==> src/rtl/lpc_pkg.sv <==
// Shared definitions for the line-rate phase comparator.
// Assumes subcarrier-to-line ratios are expressed in units of 1/10000.
package lpc_pkg;

    localparam int RATIO_SCALE = 10000;
    localparam int RATIO_W     = 22;

    typedef enum logic [1:0] {
        SEL_SUBCAR    = 2'b00,
        SEL_SYNC_SLOW = 2'b01,
        SEL_EXT_LREF  = 2'b10,
        SEL_SYNC_FAST = 2'b11
    } lock_sel_e;

    // Subcarrier cycles per line, times RATIO_SCALE, for each TV system code.
    function automatic logic [RATIO_W-1:0] sc_ratio(input logic [2:0] sys);
        case (sys)
            3'd0:    return RATIO_W'(2837516);
            3'd1:    return RATIO_W'(2292516);
            3'd2:    return RATIO_W'(2272500);
            3'd4:    return RATIO_W'(2820000);
            default: return RATIO_W'(2275000);
        endcase
    endfunction

endpackage

==> src/rtl/lpc_pin_sync.sv <==
// Synchronises one asynchronous pin into the clock domain and flags its rising edge.
// Assumes the pin stays at each level for at least two clock cycles.
module lpc_pin_sync #(
    parameter int   STAGES  = 2,
    parameter logic RST_VAL = 1'b0
) (
    input  logic clk,
    input  logic rst_n,
    input  logic pin_i,
    output logic level_o,
    output logic rise_o
);
    logic [STAGES-1:0] chain;
    logic              prev;

    generate
        if (STAGES == 1) begin : g_single
            // Capture the pin in a single stage.
            always_ff @(posedge clk) begin
                if (!rst_n) chain <= RST_VAL;
                else        chain <= pin_i;
            end
        end else begin : g_chain
            // Shift the pin through the synchroniser chain.
            always_ff @(posedge clk) begin
                if (!rst_n) chain <= {STAGES{RST_VAL}};
                else        chain <= {chain[STAGES-2:0], pin_i};
            end
        end
    endgenerate

    // Remember the last synchronised level for edge detection.
    always_ff @(posedge clk) begin
        if (!rst_n) prev <= RST_VAL;
        else        prev <= chain[STAGES-1];
    end

    assign level_o = chain[STAGES-1];
    assign rise_o  = chain[STAGES-1] & ~prev;
endmodule

==> src/rtl/lpc_frac_div.sv <==
// Divides subcarrier edges down to line rate by a fractional ratio.
// On each edge it adds RATIO_SCALE to a phase accumulator; whenever the sum
// reaches the ratio, it emits one line tick and subtracts the ratio.
// Assumes clr_i is raised whenever ratio_i changes.
module lpc_frac_div
    import lpc_pkg::*;
(
    input  logic               clk,
    input  logic               rst_n,
    input  logic               clr_i,
    input  logic               edge_i,
    input  logic [RATIO_W-1:0] ratio_i,
    output logic               tick_o
);
    logic [RATIO_W-1:0] acc;
    logic [RATIO_W:0]   sum;
    logic               wrap;

    assign sum  = {1'b0, acc} + (RATIO_W + 1)'(RATIO_SCALE);
    assign wrap = (sum >= {1'b0, ratio_i});

    // Advance the accumulator on each subcarrier edge and flag line wraps.
    always_ff @(posedge clk) begin
        if (!rst_n || clr_i) begin
            acc    <= '0;
            tick_o <= 1'b0;
        end else begin
            tick_o <= 1'b0;
            if (edge_i) begin
                if (wrap) begin
                    acc    <= RATIO_W'(sum - {1'b0, ratio_i});
                    tick_o <= 1'b1;
                end else begin
                    acc <= sum[RATIO_W-1:0];
                end
            end
        end
    end


    acc_in_range_chk: assert property (@(posedge clk) disable iff (!rst_n || clr_i)
        acc < ratio_i);


    tick_needs_edge_chk: assert property (@(posedge clk) disable iff (!rst_n || clr_i)
        tick_o |-> $past(edge_i));
endmodule

==> src/rtl/lpc_sync_sep.sv <==
// Takes line-sync edges out of a synchronised active-low composite sync.
// It measures each low pulse and accepts only widths inside [MIN_W, MAX_W],
// which rejects equalizing and broad pulses. The tick is issued at the pulse's rising end.
module lpc_sync_sep #(
    parameter int MIN_W = 80,
    parameter int MAX_W = 140
) (
    input  logic clk,
    input  logic rst_n,
    input  logic level_i,
    input  logic rise_i,
    output logic tick_o
);
    localparam int CNT_W = $clog2(MAX_W + 2);
    localparam logic [CNT_W-1:0] SAT = CNT_W'(MAX_W + 1);

    logic [CNT_W-1:0] low_cnt;
    logic             in_win;

    assign in_win = (low_cnt >= CNT_W'(MIN_W)) && (low_cnt <= CNT_W'(MAX_W));

    // Count low cycles (saturating) and judge the width at the rising end.
    always_ff @(posedge clk) begin
        if (!rst_n) begin
            low_cnt <= '0;
            tick_o  <= 1'b0;
        end else begin
            tick_o <= rise_i & in_win;
            if (rise_i)                        low_cnt <= '0;
            else if (!level_i && low_cnt != SAT) low_cnt <= low_cnt + 1'b1;
        end
    end


    sync_width_chk: assert property (@(posedge clk) disable iff (!rst_n)
        tick_o |-> ($past(low_cnt) >= CNT_W'(MIN_W) && $past(low_cnt) <= CNT_W'(MAX_W)));
endmodule

==> src/rtl/lpc_pfd.sv <==
// Phase-frequency detector with two flags. The edge that arrives first raises its
// flag; the other edge clears both, leaving the output high-impedance.
// Assumes one-cycle input pulses; clr_i drops any pending comparison.
module lpc_pfd (
    input  logic clk,
    input  logic rst_n,
    input  logic clr_i,
    input  logic ref_i,
    input  logic int_i,
    output logic up_o,
    output logic dn_o
);
    logic ref_nx, int_nx;

    assign ref_nx = up_o | ref_i;
    assign int_nx = dn_o | int_i;

    // Hold the leading edge until the lagging one arrives.
    always_ff @(posedge clk) begin
        if (!rst_n || clr_i) begin
            up_o <= 1'b0;
            dn_o <= 1'b0;
        end else if (ref_nx && int_nx) begin
            up_o <= 1'b0;
            dn_o <= 1'b0;
        end else begin
            up_o <= ref_nx;
            dn_o <= int_nx;
        end
    end


    up_dn_excl_chk: assert property (@(posedge clk) disable iff (!rst_n)
        !(up_o && dn_o));


    ref_leads_chk: assert property (@(posedge clk) disable iff (!rst_n)
        (ref_i && !int_i && !dn_o && !clr_i) |=> up_o);


    int_leads_chk: assert property (@(posedge clk) disable iff (!rst_n)
        (int_i && !ref_i && !up_o && !clr_i) |=> dn_o);


    coincident_chk: assert property (@(posedge clk) disable iff (!rst_n)
        (ref_i && int_i && !up_o && !dn_o) |=> (!up_o && !dn_o));
endmodule

==> src/rtl/line_phase_cmp.sv <==
// Line-rate phase comparator shared by all lock modes. It picks the reference
// edge according to lock_sel (divided subcarrier, separated line sync, or an
// external line reference on the subcarrier pin) and compares it with the
// internal line pulse. Assumes line_ref_int is synchronous and one cycle wide.
module line_phase_cmp
    import lpc_pkg::*;
#(
    parameter int SYNC_STAGES = 2,
    parameter int SYNC_MIN    = 80,
    parameter int SYNC_MAX    = 140
) (
    input  logic       clk,
    input  logic       rst_n,
    input  logic [1:0] lock_sel,
    input  logic [2:0] tv_sys,
    input  logic       sc_pin,
    input  logic       ecs_n,
    input  logic       line_ref_int,
    output logic       pump_up,
    output logic       pump_dn,
    output logic       pump_en
);
    logic [1:0]         sel_q;
    logic [2:0]         sys_q;
    logic               cfg_chg;
    logic               sc_lvl, sc_rise;
    logic               ecs_lvl, ecs_rise;
    logic               div_tick, sep_tick;
    logic               ref_pulse;
    logic [RATIO_W-1:0] ratio;

    // Track the configuration so that any change clears the comparison.
    always_ff @(posedge clk) begin
        sel_q <= lock_sel;
        sys_q <= tv_sys;
    end

    assign cfg_chg = (lock_sel != sel_q) || (tv_sys != sys_q);
    assign ratio   = sc_ratio(tv_sys);

    lpc_pin_sync #(.STAGES(SYNC_STAGES), .RST_VAL(1'b0)) i_sc_sync (
        .clk(clk), .rst_n(rst_n), .pin_i(sc_pin),
        .level_o(sc_lvl), .rise_o(sc_rise)
    );

    lpc_pin_sync #(.STAGES(SYNC_STAGES), .RST_VAL(1'b1)) i_ecs_sync (
        .clk(clk), .rst_n(rst_n), .pin_i(ecs_n),
        .level_o(ecs_lvl), .rise_o(ecs_rise)
    );

    lpc_frac_div i_div (
        .clk(clk), .rst_n(rst_n), .clr_i(cfg_chg),
        .edge_i(sc_rise && lock_sel == SEL_SUBCAR), .ratio_i(ratio),
        .tick_o(div_tick)
    );

    lpc_sync_sep #(.MIN_W(SYNC_MIN), .MAX_W(SYNC_MAX)) i_sep (
        .clk(clk), .rst_n(rst_n), .level_i(ecs_lvl), .rise_i(ecs_rise),
        .tick_o(sep_tick)
    );

    // Select the reference edge for the current lock mode.
    always_comb begin
        case (lock_sel)
            SEL_SUBCAR:   ref_pulse = div_tick;
            SEL_EXT_LREF: ref_pulse = sc_rise;
            default:      ref_pulse = sep_tick;
        endcase
    end

    lpc_pfd i_pfd (
        .clk(clk), .rst_n(rst_n), .clr_i(cfg_chg),
        .ref_i(ref_pulse), .int_i(line_ref_int),
        .up_o(pump_up), .dn_o(pump_dn)
    );

    assign pump_en = pump_up | pump_dn;


    cfg_clear_chk: assert property (@(posedge clk) disable iff (!rst_n)
        cfg_chg |=> (!pump_up && !pump_dn));


    unused_ecs_chk: assert property (@(posedge clk) disable iff (!rst_n)
        (lock_sel[1] != lock_sel[0] || lock_sel == SEL_SUBCAR) |-> (ref_pulse != sep_tick || ref_pulse == 1'b0 || lock_sel[0]));
endmodule

==> config.mk <==
export PLATFORM = sky130hd
export DESIGN_NAME = line_phase_cmp
export DESIGN_NICKNAME = d
export VERILOG_FILES = /design/src/rtl/lpc_pkg.sv /design/src/rtl/lpc_pin_sync.sv /design/src/rtl/lpc_frac_div.sv /design/src/rtl/lpc_sync_sep.sv /design/src/rtl/lpc_pfd.sv /design/src/rtl/line_phase_cmp.sv
export SDC_FILE = /design/constraint.sdc
export NUM_CORES = 1
export LEC_CHECK = 0
export BUFFER_PORTS_ARGS = -buffer_cell sky130_fd_sc_hd__buf_2
export CORE_MARGIN = 5
export CORE_UTILIZATION = 55
export CTS_CLUSTER_SIZE = 28
export DETAILED_ROUTE_END_ITERATION = 6
export GPL_ROUTABILITY_DRIVEN = 1
export PLACE_DENSITY = 0.72
export SLEW_MARGIN = 20
export SYNTH_ARGS = -nofsm -noshare
export SYNTH_HDL_FRONTEND = slang
export SYNTH_HIERARCHICAL = 1
export SYNTH_SLANG_ARGS = --single-unit
==> constraint.sdc <==
create_clock -name clk -period 4.3 [get_ports clk]
set_clock_uncertainty 0.1 [all_clocks]
set_input_delay 0.43 -clock clk [delete_from_list [all_inputs] [get_ports clk]]
set_output_delay 0.43 -clock clk [all_outputs]
set_load 0.01 [all_outputs]
## Yosys cells after proc, flatten, opt, wreduce, memory -nomap -nowiden

Cells that the tools add are included.

- Flip-flop bits (word level): 45
- Latch bits: 0
- RAM bits: 0
- Memory bits (read-only): 0
- Input bits: 10
- Output and inout port bits: 3
- Logic and storage cells: 52
- Memories: 0

- $add $sub $neg: 3
- Multipliers: 0
- Divide/modulo/power cells: 0
- $lt $le $gt $ge: 3
- Eq/ne operators: 7
- Shift operators: 0
- Mux-type cells: 4
- Bitwise logic cells: 10
- Reductions and logical operators: 13

Operators by type and width:

| operator | count |
|---|---|
| $pmux W20 S4 | 1 |
| $add A22 B14 Y23 const B | 1 |
| $ge A23 B22 Y1 | 1 |
| $mux W22 | 1 |
| $sub A22 B22 Y22 | 1 |
| $add A8 B1 Y8 const B | 1 |
| $ge A8 B7 Y1 const B | 1 |
| $le A8 B8 Y1 const B | 1 |
| $ne A8 B8 Y1 const B | 1 |
| $reduce_or A2 Y1 | 3 |
| $logic_and A1 B1 Y1 | 4 |
| $not A1 Y1 | 4 |
| $and A1 B1 Y1 | 3 |
| $eq A3 B1 Y1 const B | 1 |
| $eq A3 B2 Y1 const B | 1 |
| $eq A3 B3 Y1 const B | 1 |
| $logic_not A3 Y1 | 1 |
| $ne A3 B3 Y1 | 1 |
| $or A1 B1 Y1 | 3 |
| $eq A2 B2 Y1 const B | 1 |
| $logic_not A1 Y1 | 2 |
| $logic_not A2 Y1 | 1 |
| $logic_or A1 B1 Y1 | 2 |
| $ne A2 B2 Y1 | 1 |
| other kinds (2) | 2 |

## Depth between registers and ports, before layout

- Word-level depth: 6
- Mapped depth: 19
- Mapped depth without buffers: 16

## Hierarchy

The synthesis kept the hierarchy.

By module, submodules not included:

| module | times used | cells an instance | area an instance (um^2) | sequential area each (um^2) |
|---|---|---|---|---|
| lpc_frac_div | 1 | 340 | 2565.0 | 460.4 |
| lpc_sync_sep | 1 | 54 | 490.5 | 180.2 |
| line_phase_cmp | 1 | 38 | 296.5 | 100.1 |
| lpc_pin_sync | 2 | 7 | 92.6 | 60.1 |
| lpc_pfd | 1 | 7 | 86.3 | 40.0 |

## Worst setup path before layout

No wires, ideal clock.

- Kind: flip-flop to flip-flop
- Start point: register i_div.acc[4]
- End point: register i_div.acc[7]
- Setup time: 0.125 ns
- Arrival: 3.591 ns
- Required time: 4.075 ns
- Slack: 0.484 ns
- Cell stages (with the launch flop): 18
- Buffers on the path: 3
- Period minus slack after synthesis: 3.816 ns
- Cell sequence: dfxtp_1 ha_1 and3_1 buf_2 nand2b_4 a31oi_4 nor2_1 xor2_1 ha_1 buf_2 nand3_1 or4_1 and3_4 a221oi_4 or2_4 buf_8 mux2i_1 o221ai_2

- Word-level cells in the longest chain between the ends: 3
- Elaborated cells between the ends (all ways): 4
- Classes of those cells: add/sub: 2; order compare: 1; mux: 1

Ends and longest elaborated chain:

| what | RTL line | RTL |
|---|---|---|
| start: declaration | lpc_frac_div.sv:15 | `logic [RATIO_W-1:0] acc;` |
| start signal: assignment | lpc_frac_div.sv:31 | `acc <= RATIO_W'(sum - {1'b0, ratio_i});` |
| start signal: assignment | lpc_frac_div.sv:34 | `acc <= sum[RATIO_W-1:0];` |
| $add A22 B14 Y23 * | lpc_frac_div.sv:19 | `assign sum = {1'b0, acc} + (RATIO_W + 1)'(RATIO_SCALE);` |
| $sub A22 B22 Y22 / $ge A23 B22 Y1 (equally long branches) | lpc_frac_div.sv:31, lpc_frac_div.sv:20 |  |
| $mux W22 * | lpc_frac_div.sv:30 | `if (wrap) begin` |

Mark *: on every way between the ends. The rest lies on a longest branch, timed or not.
A chain may end at the register's enable or synchronous reset.

## Final worst setup path

- Start point: register i_div.acc[4]
- End point: register i_div.acc[2]

- Word-level cells in the longest chain between the ends: 3

Ends and longest elaborated chain:

| what | RTL line | RTL |
|---|---|---|
| $add A22 B14 Y23 | lpc_frac_div.sv:19 |  |
| $ge A23 B22 Y1 | lpc_frac_div.sv:20 | `assign wrap = (sum >= {1'b0, ratio_i});` |
| $mux W22 | lpc_frac_div.sv:30 |  |

No other way between the ends.

==> tab_implementation.tex <==
\begin{tabular}{lr}
\hline
Metric & Value \\
\hline
\multicolumn{2}{l}{\textbf{Run status}} \\
\quad Result of the run & finished, final reports clean \\
\multicolumn{2}{l}{\textbf{Synth}} \\
\quad Most instantiated flip-flop cell in the synthesis netlist & dfxtp\_1 \\
\quad Number of distinct library cell variants in the gate-level netlist after synthesis & 68 \\
\quad Average footprint of a synthesized cell & 8.00 um2 \\
\quad FF+latch count, synth & 45 \\
\quad Top area cells in the synthesized netlist & dfxtp\_1 (25\%), ha\_1 (9.0\%), xnor2\_1 (5.6\%) \\
\quad Area share of the largest cell type after synthesis & 0.249 \\
\quad Share of flip-flops with an asynchronous set or reset & 0 \\
\quad Cell accounting for the most synthesized area & dfxtp\_1 \\
\quad Total of warnings raised by yosys & 6 \\
\quad Post-Synthesis Cell Area & 0.00362 mm2 \\
\quad Post-synth EDFFs & 0 \\
\quad Proportion of synthesized chip area in sequential cells & 0.249 \\
\quad Synthesized instance count & 453 \\
\multicolumn{2}{l}{\textbf{Power}} \\
\quad Net switching power & 0.237 mW \\
\quad Share of power burned in combinational logic & 0.145 \\
\quad Internal power & 0.711 mW \\
\quad PnR Total Power & 0.948 mW \\
\quad Switching portion of total power & 0.250 \\
\quad VDD IR-drop max & 0.316 mV \\
\quad Fraction of power consumed by the clock network & 0.406 \\
\quad PD cells & 242 mW/mm2 \\
\quad Leak Pwr & 1.72 nW \\
\quad Fraction of power consumed by sequential logic & 0.449 \\
\multicolumn{2}{l}{\textbf{Hold path}} \\
\quad Number of instances on the worst hold path & 1 \\
\quad End point of the most critical hold path & sel\_q[0] \\
\quad Worst hold path type & input port to register \\
\quad Min-Delay Startpoint & lock\_sel[0] \\
\multicolumn{2}{l}{\textbf{Route}} \\
\quad Routed wirelength normalized by instance count & 15.7 um \\
\quad Number of search-and-repair iterations in the first detailed-routing pass & 5 \\
\quad Total DRC errors in the routed layout & 0 \\
\quad First DRT Iteration DRCs & 266 \\
\quad Post-detailed-routing wire length & 8550 um \\
\quad Post-detailed-route via-to-cell ratio & 6.02 \\
\quad Via count & 3,289 \\
\quad Remaining antenna violation count & 0 \\
\multicolumn{2}{l}{\textbf{Setup path}} \\
\quad Highest-delay cell along the critical path & or4\_1 \\
\quad Critical path buffers and inverters & 1 \\
\quad Path depth of the worst reg2reg path & 15 \\
\quad Required time worst endpoint & 4.41 ns \\
\quad Internal reg-to-reg setup slack & 0.18 ns \\
\quad Longest individual stage delay on the worst path & 0.51 ns \\
\quad R2R Path End & i\_div/acc[2] \\
\quad Kind of capture point of the worst setup path & register \\
\quad Critical register-to-register path startpoint & i\_div/acc[4] \\
\quad Crit path max fanout & 11 \\
\quad Worst setup path category & register to register \\
\quad Launching element type of the critical path & register \\
\quad CP Data Arrival Time & 4.23 ns \\
\quad Critical path launch point & i\_div/acc[4] \\
\quad Series of cell instances along the critical path & ha\_1 > and3\_1 > nand2b\_4 > a31oi\_4 > nor2\_1 > xor2\_1 > ha\_2 > nand3\_1 > or4\_1 > and3\_4 > a221oi\_4 > or2\_4 > buf\_4 > a21oi\_2 > a211oi\_1 \\
\quad Critical path's top delay family & simple AND/OR/NAND/NOR gates \\
\multicolumn{2}{l}{\textbf{Timing}} \\
\quad FMAX & 0.243 GHz \\
\quad Transition time at the pin with the least slew margin & 0.804 ns \\
\quad Number of failing setup endpoints in the final timing report & 0 \\
\quad Fin crit period & 4.12 ns \\
\quad Share of the clock period used by the worst path after layout & 0.958 \\
\quad Max-Slew Margin vs Limit & 0.462 \\
\quad Final-report hold violation count & 0 \\
\quad Worst hold-check slack & 0.201 ns \\
\quad Number of max-slew violations in the final report & 0 \\
\multicolumn{2}{l}{\textbf{GRT}} \\
\quad Met1 track utilization from global routing & 0.284 \\
\quad Met3 Use GR & 0.0438 \\
\quad Number of antenna violations at the first check in global routing & 0 \\
\quad Global-route wire length before repair & 14,000 um \\
\quad Via count of the first global-routing pass & 2,948 \\
\quad Global Route Usage Sum & 0.202 \\
\quad Most crowded layer after global routing & met2 \\
\quad Pin count of the biggest net entering global routing & 26 \\
\quad Met2 usage & 0.312 \\
\quad Grt total ovfl & 0 \\
\multicolumn{2}{l}{\textbf{Placement}} \\
\quad Routability congestion estimate from global placement & 0.873 \\
\quad Post-DP HPWL & 6430 um \\
\quad Count of buffers inserted at the top-level ports & 12 \\
\quad Area of placed instances & 0.00373 mm2 \\
\multicolumn{2}{l}{\textbf{Clock network}} \\
\quad Clock Latency Late Sink & 0.30 ns \\
\quad TritonCTS clock tree & done \\
\quad Clock tree root buffer cell & clkbuf\_8 \\
\quad Number of H-tree levels & 2 \\
\quad Clk buf depth & 2 \\
\quad Clock sink count & 45 \\
\quad Num CTS Buffers & 5 \\
\quad Clock Pin Slew Worst Setup and Hold Paths & 0.09 ns \\
\multicolumn{2}{l}{\textbf{Layout}} \\
\quad Area growth from synthesis to layout & 7.91\% \\
\quad Utilization after layout & 0.612 \\
\quad Share of final-layout standard cells stronger than drive strength 1 & 0.128 \\
\quad Cell area after layout & 0.00391 mm2 \\
\quad Count of inserted antenna diode cells & 0 \\
\quad Final net count & 505 \\
\multicolumn{2}{l}{\textbf{Floorplan}} \\
\quad Starting Density & 0.567 \\
\quad Vert. Die Dim & 91.2 um \\
\quad Number of top-level pins & 13 \\
\quad Floorplan row count & 29 \\
\quad Area of the die & 0.00831 mm2 \\
\quad Floorplan Core Area & 0.00639 mm2 \\
\quad DIE WIDTH & 91.2 um \\
\multicolumn{2}{l}{\textbf{Flow run}} \\
\quad Max-cap check violation count & 0 \\
\hline
\end{tabular}
[cell type report]
type	count	area, um2
clock buffer	5	68.8
tap	77	96.3
sequential	45	901
inverter	36	135
fill	592	2480
timing repair buffer	21	128
clock inverter	3	68.8
multi-input combinational	359	2510
[cell usage after synthesis (4+ instances only)]
master / instances
nand3_1: 22
xor2_1: 18
nand2b_1: 5
a31oi_1: 12
nand2_1: 41
inv_1: 35
a21oi_1: 34
nor2b_1: 7
a21o_1: 10
buf_2: 7
nor2_1: 24
clkbuf_1: 6
and3_1: 7
mux2i_1: 4
xnor2_1: 23
nand4_1: 7
nand4b_1: 4
o31ai_1: 6
o21ai_0: 26
o211ai_1: 7
dfxtp_1: 45
a211oi_1: 8
ha_1: 26
[sequential cells by signal (all words and copies together), names as in the netlist]
| name | flops |
|---|---|
| i_div/acc | 22 |
| i_sep/low_cnt | 8 |
| sys_q | 3 |
| i_ecs_sync/chain | 2 |
| i_sc_sync/chain | 2 |
| sel_q | 2 |
| i_div/tick_o | 1 |
| i_ecs_sync/prev | 1 |
| i_pfd/dn_o | 1 |
| i_pfd/up_o | 1 |
| i_sc_sync/prev | 1 |
| i_sep/tick_o | 1 |
[worst register-to-register path, delay by kind of cell (launching register included)]
| kind | cells | cell delay, ns |
|---|---|---|
| buf+inv | 1 | 0.15 |
| flops | 1 | 0.35 |
| compound gates | 4 | 0.94 |
| xor+xnor | 1 | 0.16 |
| simple gates | 7 | 1.65 |
| fa+ha+maj | 2 | 0.66 |
[cell families after synthesis]
| logic type | share of synthesized area |
|---|---|
| buffers and inverters | 0.0670 |
| multiplexers | 0.0142 |
| XOR/XNOR | 0.0991 |
| AND/OR/NAND/NOR | 0.240 |
| flip-flops | 0.249 |
| other | 0.00207 |
| adder cells (fa/ha/maj) | 0.0953 |
| AO/OA/AOI/OAI | 0.234 |
[power groups by stage]
stage | logic, mW | clock network, mW | registers (mW)
after floorplan | 0.103 | 0 | 0.435
after global placement | 0.133 | 0 | 0.435
after detailed placement | 0.135 | 0 | 0.435
after CTS | 0.135 | 0.390 | 0.426
after global routing | 0.153 | 0.404 | 0.427
final | 0.138 | 0.384 | 0.426
[per-stage QoR]
step	instances	setup WS, ns	TNS (ns)
detailed placement	533	0.147	0
global placement	533	0.252	0
CTS	541	0.110	0
finish	546	0.179	0
global route	546	-0.00696	-0.00696
floorplan	457	0.484	0
[worst max-delay path by stage]
stage / endpoint / depth (start not counted)
after floorplan: i_div/acc[7] / 17
after global placement: i_div/acc[11] / 14
after detailed placement: i_div/acc[11] / 14
after CTS: i_div/acc[11] / 14
after global routing: i_div/acc[11] / 14
final: i_div/acc[2] / 15
[per-layer routing]
layer | up-vias | share of wire
met5 | - | 0
met4 | 0 | 0.011
met3 | 8 | 0.071
met2 | 122 | 0.44
met1 | 1521 | 0.47
li1 | 1638 | -
[cells in the final DEF (no fill, tap or decap), types with 8 or more instances in the layout]
cell / synthesis / layout
buf_2: 7 / 12
o21ai_0: 26 / 26
nor2_1: 24 / 24
a21oi_1: 34 / 33
inv_1: 35 / 35
nand2_1: 41 / 41
a31oi_1: 12 / 12
buf_4: 1 / 9
dfxtp_1: 45 / 45
xnor2_1: 23 / 23
nand3_1: 22 / 22
a211oi_1: 8 / 8
xor2_1: 18 / 18
a21o_1: 10 / 10
ha_1: 26 / 25
[timing repair]
action	CTS	global route
hold buffers	0	0
buffers inserted	0	4
gates resized for setup	0	2
hold endpoints to repair	0	0
setup endpoints to repair	0	17
Note: power is estimated with default switching activity, not from simulation.
